==> src/rtl/ea_seq_pkg.sv <==
package ea_seq_pkg;

    localparam int ADDR_W = 16;
    localparam int BYTE_W = 8;
    localparam int MODE_W = 4;

    localparam logic [MODE_W-1:0] AM_IMM  = 4'd0;
    localparam logic [MODE_W-1:0] AM_ZP   = 4'd1;
    localparam logic [MODE_W-1:0] AM_ABS  = 4'd2;
    localparam logic [MODE_W-1:0] AM_ABSX = 4'd3;
    localparam logic [MODE_W-1:0] AM_ABSY = 4'd4;
    localparam logic [MODE_W-1:0] AM_REL  = 4'd5;
    localparam logic [MODE_W-1:0] AM_IND  = 4'd6;
    localparam logic [MODE_W-1:0] AM_INDY = 4'd7;
    localparam logic [MODE_W-1:0] AM_XIND = 4'd8;

    typedef enum logic [1:0] {
        ST_IDLE     = 2'd0,
        ST_FETCH_LO = 2'd1,
        ST_FETCH_HI = 2'd2,
        ST_DONE     = 2'd3
    } seq_state_e;

    function automatic logic am_known(input logic [MODE_W-1:0] m);
        return m <= AM_XIND;
    endfunction

    function automatic logic am_pointer(input logic [MODE_W-1:0] m);
        return (m == AM_IND) || (m == AM_INDY) || (m == AM_XIND);
    endfunction

endpackage

==> src/rtl/ea_addr_calc.sv <==
module ea_addr_calc
    import ea_seq_pkg::*;
#(
    parameter int AW = ADDR_W,
    parameter int DW = BYTE_W
) (
    input  logic [MODE_W-1:0] mode_q,
    input  logic [DW-1:0]     op_lo,
    input  logic [DW-1:0]     op_hi,
    input  logic [DW-1:0]     ix,
    input  logic [DW-1:0]     iy,
    input  logic [AW-1:0]     pc_q,
    input  logic [DW-1:0]     ptr_lo,
    input  logic [DW-1:0]     ptr_hi,
    output logic [AW-1:0]     fetch_lo_addr,
    output logic [AW-1:0]     fetch_hi_addr,
    output logic [AW-1:0]     ea_calc
);
    localparam int PAD = AW - DW;

    logic [DW-1:0] zp_plus_x;
    logic [DW-1:0] zp_next;
    logic [DW-1:0] zpx_next;
    logic [AW-1:0] abs_addr;
    logic [AW-1:0] ptr_word;
    logic [AW-1:0] rel_off;

    assign zp_plus_x = op_lo + ix;
    assign zp_next   = op_lo + DW'(1);
    assign zpx_next  = zp_plus_x + DW'(1);
    assign abs_addr  = {op_hi, op_lo};
    assign ptr_word  = {ptr_hi, ptr_lo};
    assign rel_off   = {{PAD{op_lo[DW-1]}}, op_lo};

    always_comb begin
        fetch_lo_addr = '0;
        fetch_hi_addr = '0;
        case (mode_q)
            AM_IND: begin
                fetch_lo_addr = abs_addr;
                fetch_hi_addr = abs_addr + AW'(1);
            end
            AM_INDY: begin
                fetch_lo_addr = {{PAD{1'b0}}, op_lo};
                fetch_hi_addr = {{PAD{1'b0}}, zp_next};
            end
            AM_XIND: begin
                fetch_lo_addr = {{PAD{1'b0}}, zp_plus_x};
                fetch_hi_addr = {{PAD{1'b0}}, zpx_next};
            end
            default: ;
        endcase
    end

    always_comb begin
        case (mode_q)
            AM_IMM:  ea_calc = pc_q;
            AM_ZP:   ea_calc = {{PAD{1'b0}}, op_lo};
            AM_ABS:  ea_calc = abs_addr;
            AM_ABSX: ea_calc = abs_addr + {{PAD{1'b0}}, ix};
            AM_ABSY: ea_calc = abs_addr + {{PAD{1'b0}}, iy};
            AM_REL:  ea_calc = pc_q + rel_off;
            AM_IND:  ea_calc = ptr_word;
            AM_INDY: ea_calc = ptr_word + {{PAD{1'b0}}, iy};
            AM_XIND: ea_calc = ptr_word;
            default: ea_calc = '0;
        endcase
    end

endmodule

==> src/rtl/ea_seq_ctrl.sv <==
module ea_seq_ctrl
    import ea_seq_pkg::*;
(
    input  logic              clk,
    input  logic              rst_n,
    input  logic              start,
    input  logic [MODE_W-1:0] mode,
    output logic              accept,
    output logic              rd_req,
    output logic              lo_phase,
    output logic              ld_lo,
    output logic              ld_hi,
    output logic              ea_valid
);
    seq_state_e state, state_nx;

    always_ff @(posedge clk or negedge rst_n) begin
        if (!rst_n) state <= ST_IDLE;
        else        state <= state_nx;
    end

    always_comb begin
        state_nx = state;
        unique case (state)
            ST_IDLE: begin
                if (start && am_known(mode))
                    state_nx = am_pointer(mode) ? ST_FETCH_LO : ST_DONE;
            end
            ST_FETCH_LO: state_nx = ST_FETCH_HI;
            ST_FETCH_HI: state_nx = ST_DONE;
            ST_DONE:     state_nx = ST_IDLE;
        endcase
    end

    always_comb begin
        accept   = 1'b0;
        rd_req   = 1'b0;
        lo_phase = 1'b0;
        ld_lo    = 1'b0;
        ld_hi    = 1'b0;
        ea_valid = 1'b0;
        unique case (state)
            ST_IDLE:     accept = start && am_known(mode);
            ST_FETCH_LO: begin
                rd_req   = 1'b1;
                lo_phase = 1'b1;
                ld_lo    = 1'b1;
            end
            ST_FETCH_HI: begin
                rd_req = 1'b1;
                ld_hi  = 1'b1;
            end
            ST_DONE:     ea_valid = 1'b1;
        endcase
    end

endmodule

==> src/rtl/ea_seq_capture.sv <==
module ea_seq_capture
    import ea_seq_pkg::*;
#(
    parameter int AW = ADDR_W,
    parameter int DW = BYTE_W
) (
    input  logic              clk,
    input  logic              rst_n,
    input  logic              accept,
    input  logic              ld_lo,
    input  logic              ld_hi,
    input  logic [MODE_W-1:0] mode,
    input  logic [DW-1:0]     opnd_lo,
    input  logic [DW-1:0]     opnd_hi,
    input  logic [DW-1:0]     idx_x,
    input  logic [DW-1:0]     idx_y,
    input  logic [AW-1:0]     pc,
    input  logic [DW-1:0]     rd_data,
    output logic [MODE_W-1:0] mode_q,
    output logic [DW-1:0]     op_lo_q,
    output logic [DW-1:0]     op_hi_q,
    output logic [DW-1:0]     x_q,
    output logic [DW-1:0]     y_q,
    output logic [AW-1:0]     pc_q,
    output logic [DW-1:0]     ptr_lo_q,
    output logic [DW-1:0]     ptr_hi_q
);
    always_ff @(posedge clk or negedge rst_n) begin
        if (!rst_n) begin
            mode_q  <= '0;
            op_lo_q <= '0;
            op_hi_q <= '0;
            x_q     <= '0;
            y_q     <= '0;
            pc_q    <= '0;
        end else if (accept) begin
            mode_q  <= mode;
            op_lo_q <= opnd_lo;
            op_hi_q <= opnd_hi;
            x_q     <= idx_x;
            y_q     <= idx_y;
            pc_q    <= pc;
        end
    end

    always_ff @(posedge clk or negedge rst_n) begin
        if (!rst_n) begin
            ptr_lo_q <= '0;
            ptr_hi_q <= '0;
        end else begin
            if (ld_lo) ptr_lo_q <= rd_data;
            if (ld_hi) ptr_hi_q <= rd_data;
        end
    end

endmodule

==> src/rtl/ea_sequencer.sv <==
module ea_sequencer
    import ea_seq_pkg::*;
#(
    parameter int AW = ADDR_W,
    parameter int DW = BYTE_W
) (
    input  logic              clk,
    input  logic              rst_n,
    input  logic              start,
    input  logic [MODE_W-1:0] mode,
    input  logic [DW-1:0]     opnd_lo,
    input  logic [DW-1:0]     opnd_hi,
    input  logic [DW-1:0]     idx_x,
    input  logic [DW-1:0]     idx_y,
    input  logic [AW-1:0]     pc,
    output logic              rd_req,
    output logic [AW-1:0]     rd_addr,
    input  logic [DW-1:0]     rd_data,
    output logic              ea_valid,
    output logic [AW-1:0]     ea
);
    logic              accept, lo_phase, ld_lo, ld_hi;
    logic [MODE_W-1:0] mode_q;
    logic [DW-1:0]     op_lo_q, op_hi_q, x_q, y_q, ptr_lo_q, ptr_hi_q;
    logic [AW-1:0]     pc_q, fetch_lo_addr, fetch_hi_addr, ea_calc;

    ea_seq_ctrl i_ctrl (
        .clk      (clk),
        .rst_n    (rst_n),
        .start    (start),
        .mode     (mode),
        .accept   (accept),
        .rd_req   (rd_req),
        .lo_phase (lo_phase),
        .ld_lo    (ld_lo),
        .ld_hi    (ld_hi),
        .ea_valid (ea_valid)
    );

    ea_seq_capture #(.AW(AW), .DW(DW)) i_capture (
        .clk      (clk),
        .rst_n    (rst_n),
        .accept   (accept),
        .ld_lo    (ld_lo),
        .ld_hi    (ld_hi),
        .mode     (mode),
        .opnd_lo  (opnd_lo),
        .opnd_hi  (opnd_hi),
        .idx_x    (idx_x),
        .idx_y    (idx_y),
        .pc       (pc),
        .rd_data  (rd_data),
        .mode_q   (mode_q),
        .op_lo_q  (op_lo_q),
        .op_hi_q  (op_hi_q),
        .x_q      (x_q),
        .y_q      (y_q),
        .pc_q     (pc_q),
        .ptr_lo_q (ptr_lo_q),
        .ptr_hi_q (ptr_hi_q)
    );

    ea_addr_calc #(.AW(AW), .DW(DW)) i_calc (
        .mode_q        (mode_q),
        .op_lo         (op_lo_q),
        .op_hi         (op_hi_q),
        .ix            (x_q),
        .iy            (y_q),
        .pc_q          (pc_q),
        .ptr_lo        (ptr_lo_q),
        .ptr_hi        (ptr_hi_q),
        .fetch_lo_addr (fetch_lo_addr),
        .fetch_hi_addr (fetch_hi_addr),
        .ea_calc       (ea_calc)
    );

    assign rd_addr = !rd_req ? '0 : (lo_phase ? fetch_lo_addr : fetch_hi_addr);
    assign ea      = ea_valid ? ea_calc : '0;

endmodule

==> config.mk <==
export PLATFORM = sky130hd
export DESIGN_NAME = ea_sequencer
export DESIGN_NICKNAME = d
export VERILOG_FILES = /design/src/rtl/ea_seq_pkg.sv /design/src/rtl/ea_addr_calc.sv /design/src/rtl/ea_seq_ctrl.sv /design/src/rtl/ea_seq_capture.sv /design/src/rtl/ea_sequencer.sv
export SDC_FILE = /design/constraint.sdc
export NUM_CORES = 1
export LEC_CHECK = 0
export BUFFER_PORTS_ARGS = -buffer_cell sky130_fd_sc_hd__buf_2
export CORE_ASPECT_RATIO = 0.6
export CORE_MARGIN = 4
export CORE_UTILIZATION = 60
export CTS_CLUSTER_SIZE = 10
export DETAILED_ROUTE_END_ITERATION = 8
export PLACE_DENSITY = 0.83
export SLEW_MARGIN = 20
export SYNTH_ARGS = -nofsm -noshare
export SYNTH_HDL_FRONTEND = slang
export SYNTH_SLANG_ARGS = --single-unit
==> constraint.sdc <==
create_clock -name clk -period 8.3 [get_ports clk]
set_clock_uncertainty 0.2 [all_clocks]
set_input_delay 1.66 -clock clk [delete_from_list [all_inputs] [get_ports clk]]
set_output_delay 1.66 -clock clk [all_outputs]
set_load 0.01 [all_outputs]
==> summary.md, run 1 <==
| Metric | Value |
|---|---|
| Top cells by area, synth | dfrtp_1, mux2_2, ha_1 |
| Class of the worst hold path | register to register |
| Core Region | 10,200 sq um |
| Root Driver | clkbuf_16 |
| CTS tree | built |
| Initial antenna violation count | 0 |
| Hold Buf Count CTS | 0 |
| Simple-gate portion of the synthesized area | 17.3% |
| Overall routing resource usage | 35.2% |
| Slew HR | 31.7% |
| Multi-input combinational cell area | 4410 sq um |
| Setup Buffers After CTS | 0 |
| Post-synth ARST share | 100% |
| Max Freq | 166 MHz |
| Vias per cell | 6.86 |
| Max-cap violations | 0 |
| Full die area | 12,500 sq um |
| Die height | 88.2 um |
| P&R area growth vs syn | 12.2% |
| Crit path from | i_capture.mode_q[1] |
| Count leader, synth | nand2_1 |
| Syn Nets | 823 |
| Number of setup violations in the final report | 0 |
| Wire per inst | 23.8 um |
| Drt pass-1 iters | 6 |
| Number of flops mapped to enable cells by yosys | 0 |
| DP HPWL | 16,500 um |
| Yosys warns | 0 |
| Buf/Inv on CP | 3 |
| Outcome | complete, no violations |
| Startpoint Class | register |
| Initial Util | 63.3% |
| Mapped Area | 6430 sq um |
| Reg2reg start | i_ctrl.state[0] |
| #FFs+latches synth | 70 |
| Routed Antenna Nets | 0 |
| Synth top cells by count | nand2_1, mux2_2, dfrtp_1 |
| Peak supply drop | 0.000332 V |
| Reg clk slew, reported paths | 0.06 ns |
| Worst hold start | i_capture.y_q[4] |
| H-tree lvl count | 3 |
| Syn Inst Count | 717 |
| Arrival time worst endpoint | 4.15 ns |
| Synth Area in Adders | 8.72% |
| Largest net degree at the start of global routing | 71 |
| Synth area leader | dfrtp_1 |
| Drt first-iter violations | 924 |
| Ant. Diodes | 0 |
| Sequence of cells on the critical path | and4b_1 -> buf_4 -> nand2_1 -> nand2_1 -> ha_1 -> inv_1 -> fa_1 -> nand3b_1 -> a21oi_1 -> o211a_1 -> a211oi_1 -> a211o_1 -> a41oi_1 -> buf_2 |
| Sink Count | 70 |
| Area post-placement | 6910 sq um |
| Final hold vios | 0 |
| Kind of critical path | register to output pin |
| First-pass GRT wire length | 33,900 um |
| Crit. End Element | output pin |
| XOR/XNOR Fraction of Synth Area | 5.58% |
| # IOs | 97 |
| Tmin final | 6.01 ns |
| Post-route DRC | 0 |
| Vias | 6,314 |
| Fill cells | 772 |
| Worst slew pin tran | 1.01 ns |
| Clk Latency, worst-skew pair | 0.34 ns |
| Area share of the largest cell type after synthesis | 27.2% |
| Worst Path Max Fanout | 31 |
| Grt total ovfl | 0 |
| Fin nets | 888 |
| Final WL | 21,900 um |
| Max incr delay on CP | 0.83 ns |
| Post-synth cell types | 84 |
| RSZ-0062 raised after global routing | no |
| Worst EP required | 6.44 ns |
| Hold Slack | 0.340 ns |
| Synth Area in Compound Gates | 21.7% |
| Leakage | 3.23 nW |
| Register area | 1750 sq um |
| Post-route clock period utilization | 72.4% |
| Post-synthesis sequential area ratio | 27.2% |
| Layout cells sized above 1 | 26.5% |
| Vias in the first global route | 6,020 |
| Pwr Density | 509 nW/um^2 |
| Mean post-synth cell area | 8.97 sq um |
| Number of port buffers | 96 |
| Final Max Slew Viols | 0 |
| Slowest-stage cell, CP | dfrtp_1 |
| Die width | 142 um |
| Design area | 7210 sq um |
| Largest family of logic cells by synthesized area | compound AO/OA/AOI/OAI gates |
| Total CTS buffers | 9 |
| Fraction of synthesized area in multiplexers | 15.0% |
| Gp weighted congestion | 0.948 |
| Ys flop type | dfrtp_1 |
| Sum Neg Setup Slack | 0 ns |
| Family with the most delay on the worst path | compound AO/OA/AOI/OAI gates |
| CTS Buffer Depth | 2 |
| Row cnt | 28 |
| PostCTS Resize Cnt | 0 |
| CP most frequent cell | nand2_1 |
per-layer routing:
layer	wire [um]	vias to the layer above	global-route usage [%]
met5	0	-	0
met4	349	0	6.27
met3	3160	46	11.6
met2	8970	427	51.7
met1	9440	3018	51.1
li1	-	2823	-
metrics by stage:
| stage | utilization (%) | power [mW] | setup WS, ns | cells |
|---|---|---|---|---|
| after floorplan | - | 2.50 | 3.08 | 717 |
| after global placement | 68.0 | 3.05 | 2.88 | 906 |
| after detailed placement | 68.0 | 3.13 | 2.75 | 906 |
| after CTS | 70.9 | 3.57 | 2.39 | 921 |
| after global routing | 71.0 | 3.89 | 2.08 | 921 |
| final | 71.0 | 3.67 | 2.29 | 921 |
flip-flops by register name (all words and copies together) (netlist names):
register and count:
i_ctrl.state 2, i_capture.op_lo_q 8, i_capture.ptr_lo_q 8, i_capture.mode_q 4
i_capture.ptr_hi_q 8, i_capture.pc_q 16, i_capture.x_q 8, i_capture.y_q 8
i_capture.op_hi_q 8
power breakdown:
group          switching [mW]  total, mW  internal [mW]
clock                   0.153      0.393          0.240
combinational            1.38       2.38           1.00
sequential              0.382      0.896          0.514
total                    1.92       3.67           1.75
worst paths after layout:
| kind | endpoint | depth (start not counted) | slack [ns] |
|---|---|---|---|
| setup / recovery | ea[14] | 14 | 2.29 |
| hold / removal | i_capture.y_q[4] | 1 | 0.34 |
| setup reg to reg | i_capture.y_q[7] | 5 | 5.79 |
| hold reg to reg | i_capture.y_q[4] | 1 | 0.34 |
| max in group asynchronous | i_capture.x_q[2] | 2 | 5.95 |
| min in group asynchronous | i_capture.y_q[0] | 2 | 1.33 |
cells in the final DEF, fill, tap and decap left out, types with 6 or more instances in the layout:
cell,Yosys,final
a22oi_1,7,7
a221oi_1,6,6
mux2i_1,14,14
o211ai_1,9,9
inv_1,13,13
or3_1,6,6
a222oi_1,9,9
buf_4,4,7
o21ai_0,19,19
clkbuf_16,0,9
a21o_1,13,13
xor2_1,19,19
mux2_2,71,71
ha_1,40,40
nand4_1,8,8
nand2b_1,6,6
nor2_1,39,39
dfrtp_1,70,70
a21oi_1,38,38
xnor2_1,22,22
buf_2,10,96
and3_1,12,12
nand3_1,22,21
a31oi_1,23,23
nand2_1,86,86
and2_1,9,9
nor3_1,9,9
a211oi_1,7,7
area by class of cell:
type,instances,share of cell area [%]
Multi-Input combinational cell,585,61.2
Sequential cell,70,24.3
Timing Repair Buffer,103,7.39
Clock buffer,10,3.31
Tap cell,135,2.34
Clock inverter,5,0.832
Inverter,13,0.676
cell families (layout without fill, tap and decap cells):
| kind of cell | count (synthesis) | after routing |
|---|---|---|
| AOI/OAI and AO/OA | 188 | 188 |
| xor gates and xnor gates | 41 | 41 |
| adders and majority gates | 43 | 43 |
| buffers and inverters | 62 | 131 |
| DFF | 70 | 70 |
| muxes | 87 | 87 |
| and+or+nand+nor | 226 | 226 |
Note: power is estimated with default switching activity, not from simulation.
==> run 2: changes to the inputs <==
Settings changed: CORE_UTILIZATION 60 to 53, PLACE_DENSITY 0.83 to 0.78.
Clock period 8.3 ns to 4.93 ns, I/O delays scaled along.
==> summary.md, run 2 (synthesis gave the netlist of run 1 again) <==
| Metric | Value |
|---|---|
| Root Driver | clkbuf_16 (unchanged) |
| Buf/Inv on CP | 2 (was 3) |
| CP most frequent cell | nand2_1 (unchanged) |
| Gp weighted congestion | 0.987 (was 0.948) |
| Startpoint Class | register (unchanged) |
| Total CTS buffers | 9 (unchanged) |
| Initial antenna violation count | 0 (unchanged) |
| Worst Path Max Fanout | 13 (was 31) |
| Peak supply drop | 0.000455 V (was 0.000332 V) |
| Wire per inst | 22.3 um (was 23.8 um) |
| Layout cells sized above 1 | 28.1% (was 26.5%) |
| Grt total ovfl | 0 (unchanged) |
| Max incr delay on CP | 0.50 ns (was 0.83 ns) |
| Routed Antenna Nets | 0 (unchanged) |
| Sink Count | 70 (unchanged) |
| RSZ-0062 raised after global routing | no (unchanged) |
| Register area | 1750 sq um (about the same) |
| FF-to-FF path depth | 5 (unchanged) |
| Worst EP required | 3.74 ns (was 6.44 ns) |
| Reg clk slew, reported paths | 0.06 ns (about the same) |
| Number of port buffers | 96 (unchanged) |
| Row cnt | 30 (was 28) |
| Clk Latency, worst-skew pair | 0.34 ns (about the same) |
| Hold Buf Count CTS | 0 (unchanged) |
| Post-route clock period utilization | 97.2% |
| Sum Neg Setup Slack | 0 ns (unchanged) |
| Worst hold start | i_capture.x_q[0] (was i_capture.y_q[4]) |
| Max Freq | 209 MHz |
| Commonest non-fill, non-tap cell in the layout | buf_2 (unchanged) |
| Drt first-iter violations | 868 (was 924) |
| Vias | 6,340 (was 6,314) |
| Reg2reg start | i_ctrl.state[0] (unchanged) |
| Overall routing resource usage | 30.3% (was 35.2%) |
| Die width | 150 um (was 142 um) |
| # IOs | 97 (unchanged) |
| Number of setup violations in the final report | 0 (unchanged) |
| Area post-placement | 7050 sq um (was 6910 sq um) |
| Slew HR | 31.7% (about the same) |
| Outcome | complete, no violations (unchanged) |
| Initial Util | 55.6% (was 63.3%) |
| Ant. Diodes | 0 (unchanged) |
| First-pass GRT wire length | 32,600 um (was 33,900 um) |
| Hold endpoint | i_capture.x_q[0] (was i_capture.y_q[4]) |
| CTS Buffer Depth | 2 (unchanged) |
| WHS Path Cells | 1 (unchanged) |
| CTS tree | built (unchanged) |
| Largest net degree at the start of global routing | 44 (was 71) |
| Arrival time worst endpoint | 3.60 ns (was 4.15 ns) |
| Drt pass-1 iters | 6 (unchanged) |
| Final WL | 21,400 um (was 21,900 um) |
| Core Region | 11,600 sq um (was 10,200 sq um) |
| Class of the worst hold path | register to register (unchanged) |
| P&R area growth vs syn | 14.2% (was 12.2%) |
| RR Endpoint | i_capture.x_q[6] (was i_capture.y_q[7]) |
| FF-to-FF setup slack | 2.54 ns (was 5.79 ns) |
| Family with the most delay on the worst path | compound AO/OA/AOI/OAI gates (unchanged) |
| Design area | 7350 sq um (was 7210 sq um) |
| Final hold vios | 0 (unchanged) |
| Fill cells | 1,019 (was 772) |
| Die height | 93.3 um (was 88.2 um) |
| Max reg flops | 16 (unchanged) |
| Pwr Density | 841 nW/um^2 (was 509 nW/um^2) |
| DP HPWL | 16,500 um (about the same) |
| Vias per cell | 6.60 (was 6.86) |
| Most frequent cells in the layout | buf_2, nand2_1, mux2_2 (unchanged) |
| Slowest-stage cell, CP | o21ai_1 (was dfrtp_1) |
| Multi-input combinational cell area | 4410 sq um (about the same) |
| Fin nets | 903 (was 888) |
| H-tree lvl count | 3 (unchanged) |
| Setup Buffers After CTS | 0 (unchanged) |
| Tmin final | 4.79 ns |
| Crit. End Element | output pin (unchanged) |
| Kind of critical path | register to output pin (unchanged) |
| Worst slew pin tran | 1.02 ns (was 1.01 ns) |
| Biggest register | i_capture.pc_q (unchanged) |
| Post-route DRC | 0 (unchanged) |
| Sequence of cells on the critical path | and2b_1 -> nand3_2 -> buf_4 -> nand2_1 -> nand2_1 -> ha_1 -> o211ai_1 -> o21ai_1 -> o2111ai_1 -> xor2_1 -> a222oi_1 -> a31oi_1 -> buf_2 (was and4b_1 -> buf_4 -> nand2_1 -> nand2_1 -> ha_1 -> inv_1 -> fa_1 -> nand3b_1 -> a21oi_1 -> o211a_1 -> a211oi_1 -> a211o_1 -> a41oi_1 -> buf_2) |
| Max-cap violations | 0 (unchanged) |
| Final Max Slew Viols | 0 (unchanged) |
| Vias in the first global route | 5,696 (was 6,020) |
| Leakage | 3.30 nW (was 3.23 nW) |
| Full die area | 14,000 sq um (was 12,500 sq um) |
[run 2: cell type report]
type                            instances  share of cell area (%)
Multi-Input combinational cell        585                    60.0
Sequential cell                        70                    23.9
Inverter                               13                   0.664
Tap cell                              160                    2.72
Clock inverter                          6                   0.869
Timing Repair Buffer                  118                    8.79
Clock buffer                            9                    3.07
[run 2: stage by stage]
step,cells,utilization (%),worst slack (ns),hold WS (ns),power [mW]
6_report,961,63.5,0.140,0.317,6.18
5_1_grt,961,63.5,0.00318,0.338,6.57
4_1_cts,961,63.5,0.0197,0.322,6.03
3_5_place_dp,946,61.0,0.415,0.303,5.34
3_3_place_gp,946,61.0,0.504,0.297,5.25
2_1_floorplan,717,-,0.381,0.286,4.20
[run 2: worst reg2reg max path: cells and delay by family (launching register included)]
family | cells | cell delay [ns]
buf+inv | 2 | 0.63
mux | 1 | 0.32
simple gates | 1 | 0.52
fa+ha+maj | 1 | 0.20
flops | 1 | 0.40
[run 2: worst max path at each step]
| stage | start | endpoint | cells after the start |
|---|---|---|---|
| floorplan | i_capture.mode_q[3] | ea[14] | 17 |
| global placement | i_capture.mode_q[3] | ea[14] | 14 |
| detailed placement | i_capture.mode_q[3] | ea[14] | 14 |
| CTS | i_capture.mode_q[3] | ea[10] | 14 |
| global route | i_capture.mode_q[3] | ea[13] | 13 |
| finish | i_capture.mode_q[3] | ea[15] | 13 |
[run 2: per-layer routing]
layer / vias up / track usage (%) / wire [um]
met5: - / 0 / 0
met4: 0 / 4.64 / 265
met3: 38 / 8.81 / 2660
met2: 411 / 40.7 / 8530
met1: 3041 / 48.0 / 9950
li1: 2850 / - / -
[run 2: where the power goes]
group / switching, mW / total, mW / internal, mW / leakage, nW
clock network: 0.263 / 0.651 / 0.388 / 0.137
registers: 0.495 / 1.37 / 0.870 / 0.830
logic: 2.42 / 4.16 / 1.74 / 2.33
[run 2: repair_timing]
action	4_1_cts	5_1_grt
hold endpoints to repair	0	0
resized for setup	0	5
endpoints found under the setup margin	0	10
